==> src/rtl/lpm_pkg.sv <==
package lpm_pkg;

  typedef enum logic [1:0] {
    LNK_ACTIVE   = 2'd0,
    LNK_RESET    = 2'd1,
    LNK_DISABLED = 2'd2
  } linkState_e;

  // datapath -> control: what the low-time timer currently observes
  typedef struct packed {
    logic qualHigh;     // synchronized line is a qualified high this cycle
    logic pastReset;    // low-time count has reached the reset threshold
    logic pastDisable;  // low-time count has reached the disabled threshold
  } lowFlags_t;

  // control -> datapath: gating strobes
  typedef struct packed {
    logic holdIo;       // force ctl/data low, mask request
    logic stopClk;      // clear the PHY clock enable
    logic linkUp;       // monitor verdict for the self-ID report
  } gateStrobe_t;

endpackage

==> src/rtl/lpmSync.sv <==
module lpmSync #(
  parameter int STAGES    = 2,
  parameter bit RESET_VAL = 1'b1
) (
  input  logic clk,
  input  logic rst,
  input  logic asyncIn,
  output logic syncOut
);

  logic [STAGES-1:0] chain;

  generate
    for (genvar s = 0; s < STAGES; s++) begin : g_stage
      if (s == 0) begin : g_first
        always_ff @(posedge clk) begin
          if (rst) chain[0] <= RESET_VAL;
          else     chain[0] <= asyncIn;
        end
      end else begin : g_next
        always_ff @(posedge clk) begin
          if (rst) chain[s] <= RESET_VAL;
          else     chain[s] <= chain[s-1];
        end
      end
    end
  endgenerate

  assign syncOut = chain[STAGES-1];

endmodule

==> src/rtl/lpmDatapath.sv <==
module lpmDatapath
  import lpm_pkg::*;
#(
  parameter int RESET_CYCLES   = 128,
  parameter int DISABLE_CYCLES = 1278,
  parameter int HIGH_SAMPLES   = 1,
  parameter int SYNC_STAGES    = 2,
  parameter int CTL_W          = 2,
  parameter int DATA_W         = 8
) (
  input  logic              clk,
  input  logic              rst,
  input  logic              lpsIn,
  input  gateStrobe_t       strobe,
  input  logic              lctrlBit,
  input  logic              lreqIn,
  input  logic [CTL_W-1:0]  ctlIn,
  input  logic [DATA_W-1:0] dataIn,
  output lowFlags_t         flags,
  output logic              lreqOut,
  output logic [CTL_W-1:0]  ctlOut,
  output logic [DATA_W-1:0] dataOut,
  output logic              pclkEn,
  output logic              linkActive
);

  localparam int CNT_W  = $clog2(DISABLE_CYCLES + 1);
  localparam int RUN_W  = $clog2(HIGH_SAMPLES + 1);
  localparam int RUN_TOP = HIGH_SAMPLES - 1;

  logic             lpsSync;
  logic [RUN_W-1:0] highRun;
  logic [CNT_W-1:0] lowCount;
  logic             qualHigh;
  logic             cntAtTop;

  lpmSync #(
    .STAGES   (SYNC_STAGES),
    .RESET_VAL(1'b1)
  ) u_sync (
    .clk    (clk),
    .rst    (rst),
    .asyncIn(lpsIn),
    .syncOut(lpsSync)
  );

  // consecutive synchronized high samples, saturating at HIGH_SAMPLES-1
  always_ff @(posedge clk) begin
    if (rst) begin
      highRun <= RUN_W'(RUN_TOP);
    end else if (!lpsSync) begin
      highRun <= '0;
    end else if (highRun < RUN_W'(RUN_TOP)) begin
      highRun <= highRun + 1'b1;
    end
  end

  assign qualHigh = lpsSync && (highRun >= RUN_W'(RUN_TOP));
  assign cntAtTop = (lowCount >= CNT_W'(DISABLE_CYCLES));

  // low-time counter: anything not a qualified high counts as low
  always_ff @(posedge clk) begin
    if (rst) begin
      lowCount <= '0;
    end else if (qualHigh) begin
      lowCount <= '0;
    end else if (!cntAtTop) begin
      lowCount <= lowCount + 1'b1;
    end
  end

  always_comb begin
    flags.qualHigh    = qualHigh;
    flags.pastReset   = (lowCount >= CNT_W'(RESET_CYCLES));
    flags.pastDisable = cntAtTop;
  end

  // interface gating
  always_comb begin
    if (strobe.holdIo) begin
      ctlOut  = '0;
      dataOut = '0;
      lreqOut = 1'b0;
    end else begin
      ctlOut  = ctlIn;
      dataOut = dataIn;
      lreqOut = lreqIn;
    end
    pclkEn     = !strobe.stopClk;
    linkActive = strobe.linkUp && lctrlBit;
  end

  AST_CNT_BOUND: assert property (@(posedge clk) disable iff (rst)
    lowCount <= CNT_W'(DISABLE_CYCLES));

  AST_CNT_STEP: assert property (@(posedge clk) disable iff (rst)
    (!qualHigh && !cntAtTop) |=> (lowCount == CNT_W'($past(lowCount) + 1'b1)));

  AST_CLEAR_ON_HIGH: assert property (@(posedge clk) disable iff (rst)
    qualHigh |=> (lowCount == '0));

endmodule

==> src/rtl/lpmControl.sv <==
module lpmControl
  import lpm_pkg::*;
(
  input  logic        clk,
  input  logic        rst,
  input  lowFlags_t   flags,
  output gateStrobe_t strobe,
  output logic [1:0]  stateCode
);

  linkState_e state;
  linkState_e stateNext;

  always_comb begin
    stateNext = state;
    if (flags.qualHigh) begin
      stateNext = LNK_ACTIVE;
    end else if (flags.pastDisable) begin
      stateNext = LNK_DISABLED;
    end else if (flags.pastReset) begin
      stateNext = LNK_RESET;
    end
  end

  always_ff @(posedge clk) begin
    if (rst) state <= LNK_ACTIVE;
    else     state <= stateNext;
  end

  always_comb begin
    strobe.holdIo  = (state != LNK_ACTIVE);
    strobe.stopClk = (state == LNK_DISABLED);
    strobe.linkUp  = (state == LNK_ACTIVE);
  end

  assign stateCode = state;

  AST_NO_SKIP_RESET: assert property (@(posedge clk) disable iff (rst)
    (state == LNK_DISABLED) |-> ($past(state) != LNK_ACTIVE));

  AST_WAKE_ON_HIGH: assert property (@(posedge clk) disable iff (rst)
    flags.qualHigh |=> (state == LNK_ACTIVE));

  AST_STATE_CODE: assert property (@(posedge clk) disable iff (rst)
    stateCode != 2'd3);

  AST_STAY_LOW: assert property (@(posedge clk) disable iff (rst)
    ((state != LNK_ACTIVE) && !flags.qualHigh) |=> (state != LNK_ACTIVE));

endmodule

==> src/rtl/linkPowerMonitor.sv <==
module linkPowerMonitor
  import lpm_pkg::*;
#(
  parameter int RESET_CYCLES   = 128,
  parameter int DISABLE_CYCLES = 1278,
  parameter int HIGH_SAMPLES   = 1,
  parameter int CTL_W          = 2,
  parameter int DATA_W         = 8
) (
  input  logic              clk,
  input  logic              rst,
  input  logic              lpsIn,
  input  logic              lctrlBit,
  input  logic              lreqIn,
  input  logic [CTL_W-1:0]  ctlIn,
  input  logic [DATA_W-1:0] dataIn,
  output logic              lreqOut,
  output logic [CTL_W-1:0]  ctlOut,
  output logic [DATA_W-1:0] dataOut,
  output logic              pclkEn,
  output logic              linkActive,
  output logic [1:0]        linkState
);

  localparam int SYNC_STAGES = 2;

  lowFlags_t   flags;
  gateStrobe_t strobe;

  lpmDatapath #(
    .RESET_CYCLES  (RESET_CYCLES),
    .DISABLE_CYCLES(DISABLE_CYCLES),
    .HIGH_SAMPLES  (HIGH_SAMPLES),
    .SYNC_STAGES   (SYNC_STAGES),
    .CTL_W         (CTL_W),
    .DATA_W        (DATA_W)
  ) u_dp (
    .clk       (clk),
    .rst       (rst),
    .lpsIn     (lpsIn),
    .strobe    (strobe),
    .lctrlBit  (lctrlBit),
    .lreqIn    (lreqIn),
    .ctlIn     (ctlIn),
    .dataIn    (dataIn),
    .flags     (flags),
    .lreqOut   (lreqOut),
    .ctlOut    (ctlOut),
    .dataOut   (dataOut),
    .pclkEn    (pclkEn),
    .linkActive(linkActive)
  );

  lpmControl u_ctl (
    .clk      (clk),
    .rst      (rst),
    .flags    (flags),
    .strobe   (strobe),
    .stateCode(linkState)
  );

endmodule

==> config.mk <==
export PLATFORM = sky130hd
export DESIGN_NAME = linkPowerMonitor
export DESIGN_NICKNAME = d
export VERILOG_FILES = /design/src/rtl/lpm_pkg.sv /design/src/rtl/lpmSync.sv /design/src/rtl/lpmDatapath.sv /design/src/rtl/lpmControl.sv /design/src/rtl/linkPowerMonitor.sv
export SDC_FILE = /design/constraint.sdc
export NUM_CORES = 1
export LEC_CHECK = 0
export ABC_CLOCK_PERIOD_IN_PS = 1700
export BUFFER_PORTS_ARGS = -buffer_cell sky130_fd_sc_hd__buf_2
export CORE_MARGIN = 10
export CORE_UTILIZATION = 44
export DETAILED_ROUTE_END_ITERATION = 16
export HOLD_SLACK_MARGIN = 0.12
export PLACE_DENSITY = 0.81
export REMOVE_ABC_BUFFERS = 1
export SKIP_LAST_GASP = 1
export SLEW_MARGIN = 10
export SYNTH_ARGS = -nofsm -noshare
export SYNTH_HDL_FRONTEND = slang
export SYNTH_SLANG_ARGS = --single-unit
==> constraint.sdc <==
create_clock -name clk -period 1.7 [get_ports clk]
set_input_delay 0.085 -clock clk [delete_from_list [all_inputs] [get_ports clk]]
set_output_delay 0.085 -clock clk [all_outputs]
set_load 0.1 [all_outputs]
# After elaboration in Yosys (flattened, before gate mapping)
# Cells that the tools add are included.
# totals
regBits,16
in_bits,15
out_inout_bits,15
word_cells,28
# classes
addsub,2
magnitude_cmp,4
eq_ne,1
mux,5
bitwise_logic,1
reduce_logical,9
# ops
op,n
"adder 11 x 1 -> 11 bit, second input constant",1
">= comparator 11 bit, second input constant",1
">= comparator 11 x 8 -> 1 bit, second input constant",1
two-way mux 8 bit,1
two-way mux 2 bit,3
nonzero test 2 bit,2
OR reduction 2 bit,2
OR reduction 3 bit,1
"equality test 2 bit, second input constant",1
logical AND 1 bit,2
zero test 2 bit,1
"adder 1 bit, second input constant",1
">= comparator 1 bit, second input constant",1
zero test 1 bit,1
"less-than comparator 1 bit, second input constant",1
two-way mux 1 bit,1
inverter 1 bit,1

# Longest topological paths before layout
# logic_depth
word_depth,3
ltp_mapped,5
mapped_depth_nobuf,5

# Cells and area by module
# Synthesis repeated with hierarchy kept, for this count alone.
# hier_totals
cells_unflattened,105
hier_area_um2,865.8
# modules_own_cells
mod,n_inst,cells_each,area_per_inst_um2,seq_area_each_um2
lpmDatapath,1,91,725.7,220.2
lpmControl,1,10,87.6,40.0
lpmSync,1,4,52.6,40.0

# Least setup slack after synthesis
# OpenSTA, ideal clock, no wires.
# synth_timing
path_type,reg-to-output
from,"reg u_ctl.state[1], in the netlist u_ctl.stateCode[1]"
to,out ctlOut[0]
arrival_time_ps,1897
t_required_ps,1615
slack_ps,-282
stages_incl_launch_ff,4
n_path_buf,1
cell_sequence,dfxtp_1 nor2_1 clkbuf_1 and2_1
# synth_between
elab_chain_len,2
# synth_rtl
item,line_no,text
from (decl),lpmControl.sv:11,linkState_e state;
from (signal assigned),lpmControl.sv:27,else state <= stateNext;
nonzero test 2 bit,lpmControl.sv:31,strobe.holdIo = (state != LNK_ACTIVE);
two-way mux 2 bit,lpmDatapath.sv:80,if (strobe.holdIo) begin
to (decl),linkPowerMonitor.sv:18,"output logic [CTL_W-1:0] ctlOut,"
# No other way between the ends.

# Worst setup path after layout
# layout_timing
from,"reg u_ctl.state[0], in the netlist u_ctl.stateCode[0]"
to,out dataOut[2]
# layout_between
elab_chain_len,2
# layout_rtl
item,line_no,text
nonzero test 2 bit,lpmControl.sv:31,
two-way mux 8 bit,lpmDatapath.sv:80,
to (decl),linkPowerMonitor.sv:19,"output logic [DATA_W-1:0] dataOut,"
# No other way between the ends.

==> impl_metrics.json <==
{
  "cp_cell_sequence": "nor2_2 > and2_1 > clkbuf_4",
  "maxSlewViolCount": 0,
  "area_growth_pct": 33.85,
  "clk_latency_ns": 0.30,
  "rr_endpoint": "u_dp.lowCount[7]",
  "grt.overflow.total": 0,
  "avgRoutedWirePerCell_um": 14.67,
  "fin_crit_sh": 0.9079,
  "cellLeakagePower_uw": 0.0004174,
  "io_pins": 30,
  "grt_start_max_net_pins": 15,
  "num_rows": 15,
  "die_w_um": 62.99,
  "max_slew_margin": 0.6713,
  "clockBufferDepth": 2,
  "crit_type": "register to output port",
  "hold_path_class": "register to register",
  "final_area_um2": 1089,
  "gp_congestion": 0.8647,
  "status": "completed",
  "max_freq_mhz": 647.9,
  "hold_ws_ns": 0.4256,
  "avgSynthCellArea_um2": 8.472,
  "layout_commonest_cell": "buf_2",
  "pre_cts_ws_ns": 0.1051,
  "wl_mm": 2.274,
  "grtUsageTotal": 0.1108,
  "ant_nets": 0,
  "period_minus_slack_ns": 1.543,
  "r2r-start": "u_dp.lowCount[3]",
  "timing.final.ws_setup_ns": 0.1565,
  "drc": 0,
  "initial_core_util": 0.4659,
  "cts_tree": "built",
  "arrival_ns": 1.46,
  "num-fill-cells": 150,
  "cp-end-kind": "output port",
  "clock-sinks": 15,
  "irDropWorstVdd_uv": 573.2,
  "numCtsBuffers": 3,
  "chipHeight_um": 62.99,
  "dp_cells": 148,
  "maxCapViolations": 0,
  "min_from": "u_dp.u_sync.chain[0]",
  "start_kind": "register",
  "vias_per_cell": 5.523,
  "layout-drive-gt1-share": 0.3385,
  "via_count": 856,
  "ys_seq_area_frac": 0.3692,
  "num-nets-final": 148,
  "io_buffers": 29,
  "rr_worst_depth": 3,
  "rsz0062_at_grt": "no",
  "ys_seq_elements": 15,
  "dr.first_iter.drc_count": 44,
  "core_area_um2": 1745,
  "antenna_cells": 0,
  "fin_cells": 155,
  "dp_hpwl_mm": 1.720,
  "layout_common_cells": "buf_2, dfxtp_1, and2_1, clkbuf_4, nor2_1",
  "min_to": "u_dp.u_sync.syncOut",
  "grt_pass1_vias": 769,
  "drt_pass1_iterations": 6,
  "cp_slowest_cell": "dfxtp_1",
  "syn_area_um2": 813.3,
  "slowest_delay_ns": 0.35,
  "critPathMaxFanout": 12,
  "setup_viol": 0,
  "grt_pass1_wl_mm": 3.498,
  "cts_root_buffer": "clkbuf_4",
  "syn_inst": 96,
  "required_ns": 1.62,
  "clk_transition_reported_paths_ns": 0.09,
  "placed_area_um2": 999.7,
  "r2r_slack_ns": 0.18,
  "powerDensity_nw_per_um2": 685.6,
  "clock-skew-final_ns": 0.002440,
  "hold_viol": 0,
  "antenna_found_initial": 0,
  "fp.dieArea_um2": 3968,
  "worstMarginPinSlew_ns": 0.4965,
  "yosys_warnings": 0,
  "synth.distinct_cells": 35,
  "cts_htree_levels": 1,
  "whs_path_depth": 1
}
per-stage QoR:
stage               utilization  setup TNS [ns]  power, uW
finish                   0.6237               0      746.3
global route             0.6237               0      778.4
CTS                      0.6093               0      743.9
detailed placement       0.5728               0      528.7
global placement         0.5728               0      527.3
floorplan                     -          -3.695      489.2
worst max-delay path, delay by kind of cell, from the launching register on:
kind,cells,cell delay [ns]
simple gates,2,0.48
flops,1,0.35
buf+inv,1,0.33
per-layer routing:
metal  up-vias  GRT usage  wire length [um]
li1        409          -                 -
met1       389     0.1185               974
met2        53     0.1726              1037
met3         5    0.04122               196
met4         0    0.08380                66
met5         -          0                 0
how the worst max path moves through the flow:
stage | cells past startpoint | endpoint | slack (ns) | startpoint
6_report | 3 | dataOut[2] | 0.16 | u_ctl.stateCode[0]
4_1_cts | 3 | dataOut[5] | 0.06 | u_ctl.stateCode[0]
3_5_place_dp | 4 | u_dp.lowCount[5] | 0.11 | u_dp.lowCount[8]
5_1_grt | 3 | dataOut[2] | 0.05 | u_ctl.stateCode[0]
2_1_floorplan | 2 | ctlOut[0] | -0.29 | u_ctl.stateCode[1]
3_3_place_gp | 4 | u_dp.lowCount[5] | 0.18 | u_dp.lowCount[8]
power breakdown:
part | switching, uW | internal, uW | total (uW)
combinational | 132 | 45.5 | 178
sequential | 1.05 | 354 | 355
clock | 122 | 91.7 | 213
logic make-up after synthesis:
logic type,Yosys count,share of synthesized area
simple gates,48,0.3462
fa+ha+maj,2,0.03076
mux,2,0.02462
flops,15,0.3692
buf+inv,9,0.05229
compound gates,17,0.1446
xor+xnor,3,0.03231
repair_timing:
item                                   4_1_cts  5_1_grt
gates cloned                                 0        0
buffers inserted                             0        0
setup endpoints to repair                   11       10
endpoints found under the hold margin        2        0
gates resized for setup                      3       10
pin swaps                                    0        0
hold buffers                                 3        0
cell usage after synthesis:
| cell type | n | share of area |
|---|---|---|
| o21ai_0 | 1 | 0.0061 |
| nand4_1 | 4 | 0.031 |
| a21oi_1 | 5 | 0.031 |
| o21a_1 | 1 | 0.0092 |
| and4_1 | 1 | 0.011 |
| nor4_1 | 1 | 0.0077 |
| nand2b_1 | 2 | 0.015 |
| and3_1 | 1 | 0.0077 |
| inv_1 | 4 | 0.018 |
| o21ai_2 | 1 | 0.011 |
| xor2_1 | 1 | 0.011 |
| nor2_1 | 8 | 0.037 |
| or3_1 | 2 | 0.015 |
| or2_2 | 3 | 0.023 |
| buf_2 | 1 | 0.0061 |
| nor4b_2 | 1 | 0.018 |
| buf_6 | 1 | 0.014 |
| a31oi_1 | 1 | 0.0077 |
| o31ai_1 | 4 | 0.037 |
| nand3_1 | 2 | 0.012 |
| xnor2_1 | 2 | 0.022 |
| o311ai_1 | 1 | 0.011 |
| dfxtp_1 | 15 | 0.37 |
| and2_1 | 12 | 0.092 |
| or2_1 | 1 | 0.0077 |
| nor3_1 | 3 | 0.018 |
| o31ai_2 | 1 | 0.015 |
| or4_1 | 3 | 0.028 |
| mux2i_1 | 2 | 0.025 |
| nand2_1 | 3 | 0.014 |
| nor2_2 | 1 | 0.0077 |
| o41ai_1 | 1 | 0.011 |
| ha_1 | 2 | 0.031 |
| clkbuf_1 | 3 | 0.014 |
| o21ai_1 | 1 | 0.0061 |
flip-flops by register name, indices dropped and copies added (netlist names):
name and cells:
u_dp.u_sync.syncOut 1, u_dp.lowCount 11, u_ctl.stateCode 2, u_dp.u_sync.chain 1
layout make-up:
type	instances	area, um2	area share
clock buffer	4	26.28	0.02414
inverter	4	15.01	0.01379
multi-input combinational	72	475.5	0.4368
sequential	15	300.3	0.2759
tap	25	31.28	0.02874
timing repair buffer	35	240.2	0.2207
No activity file was read; power rests on OpenSTA's default activity.
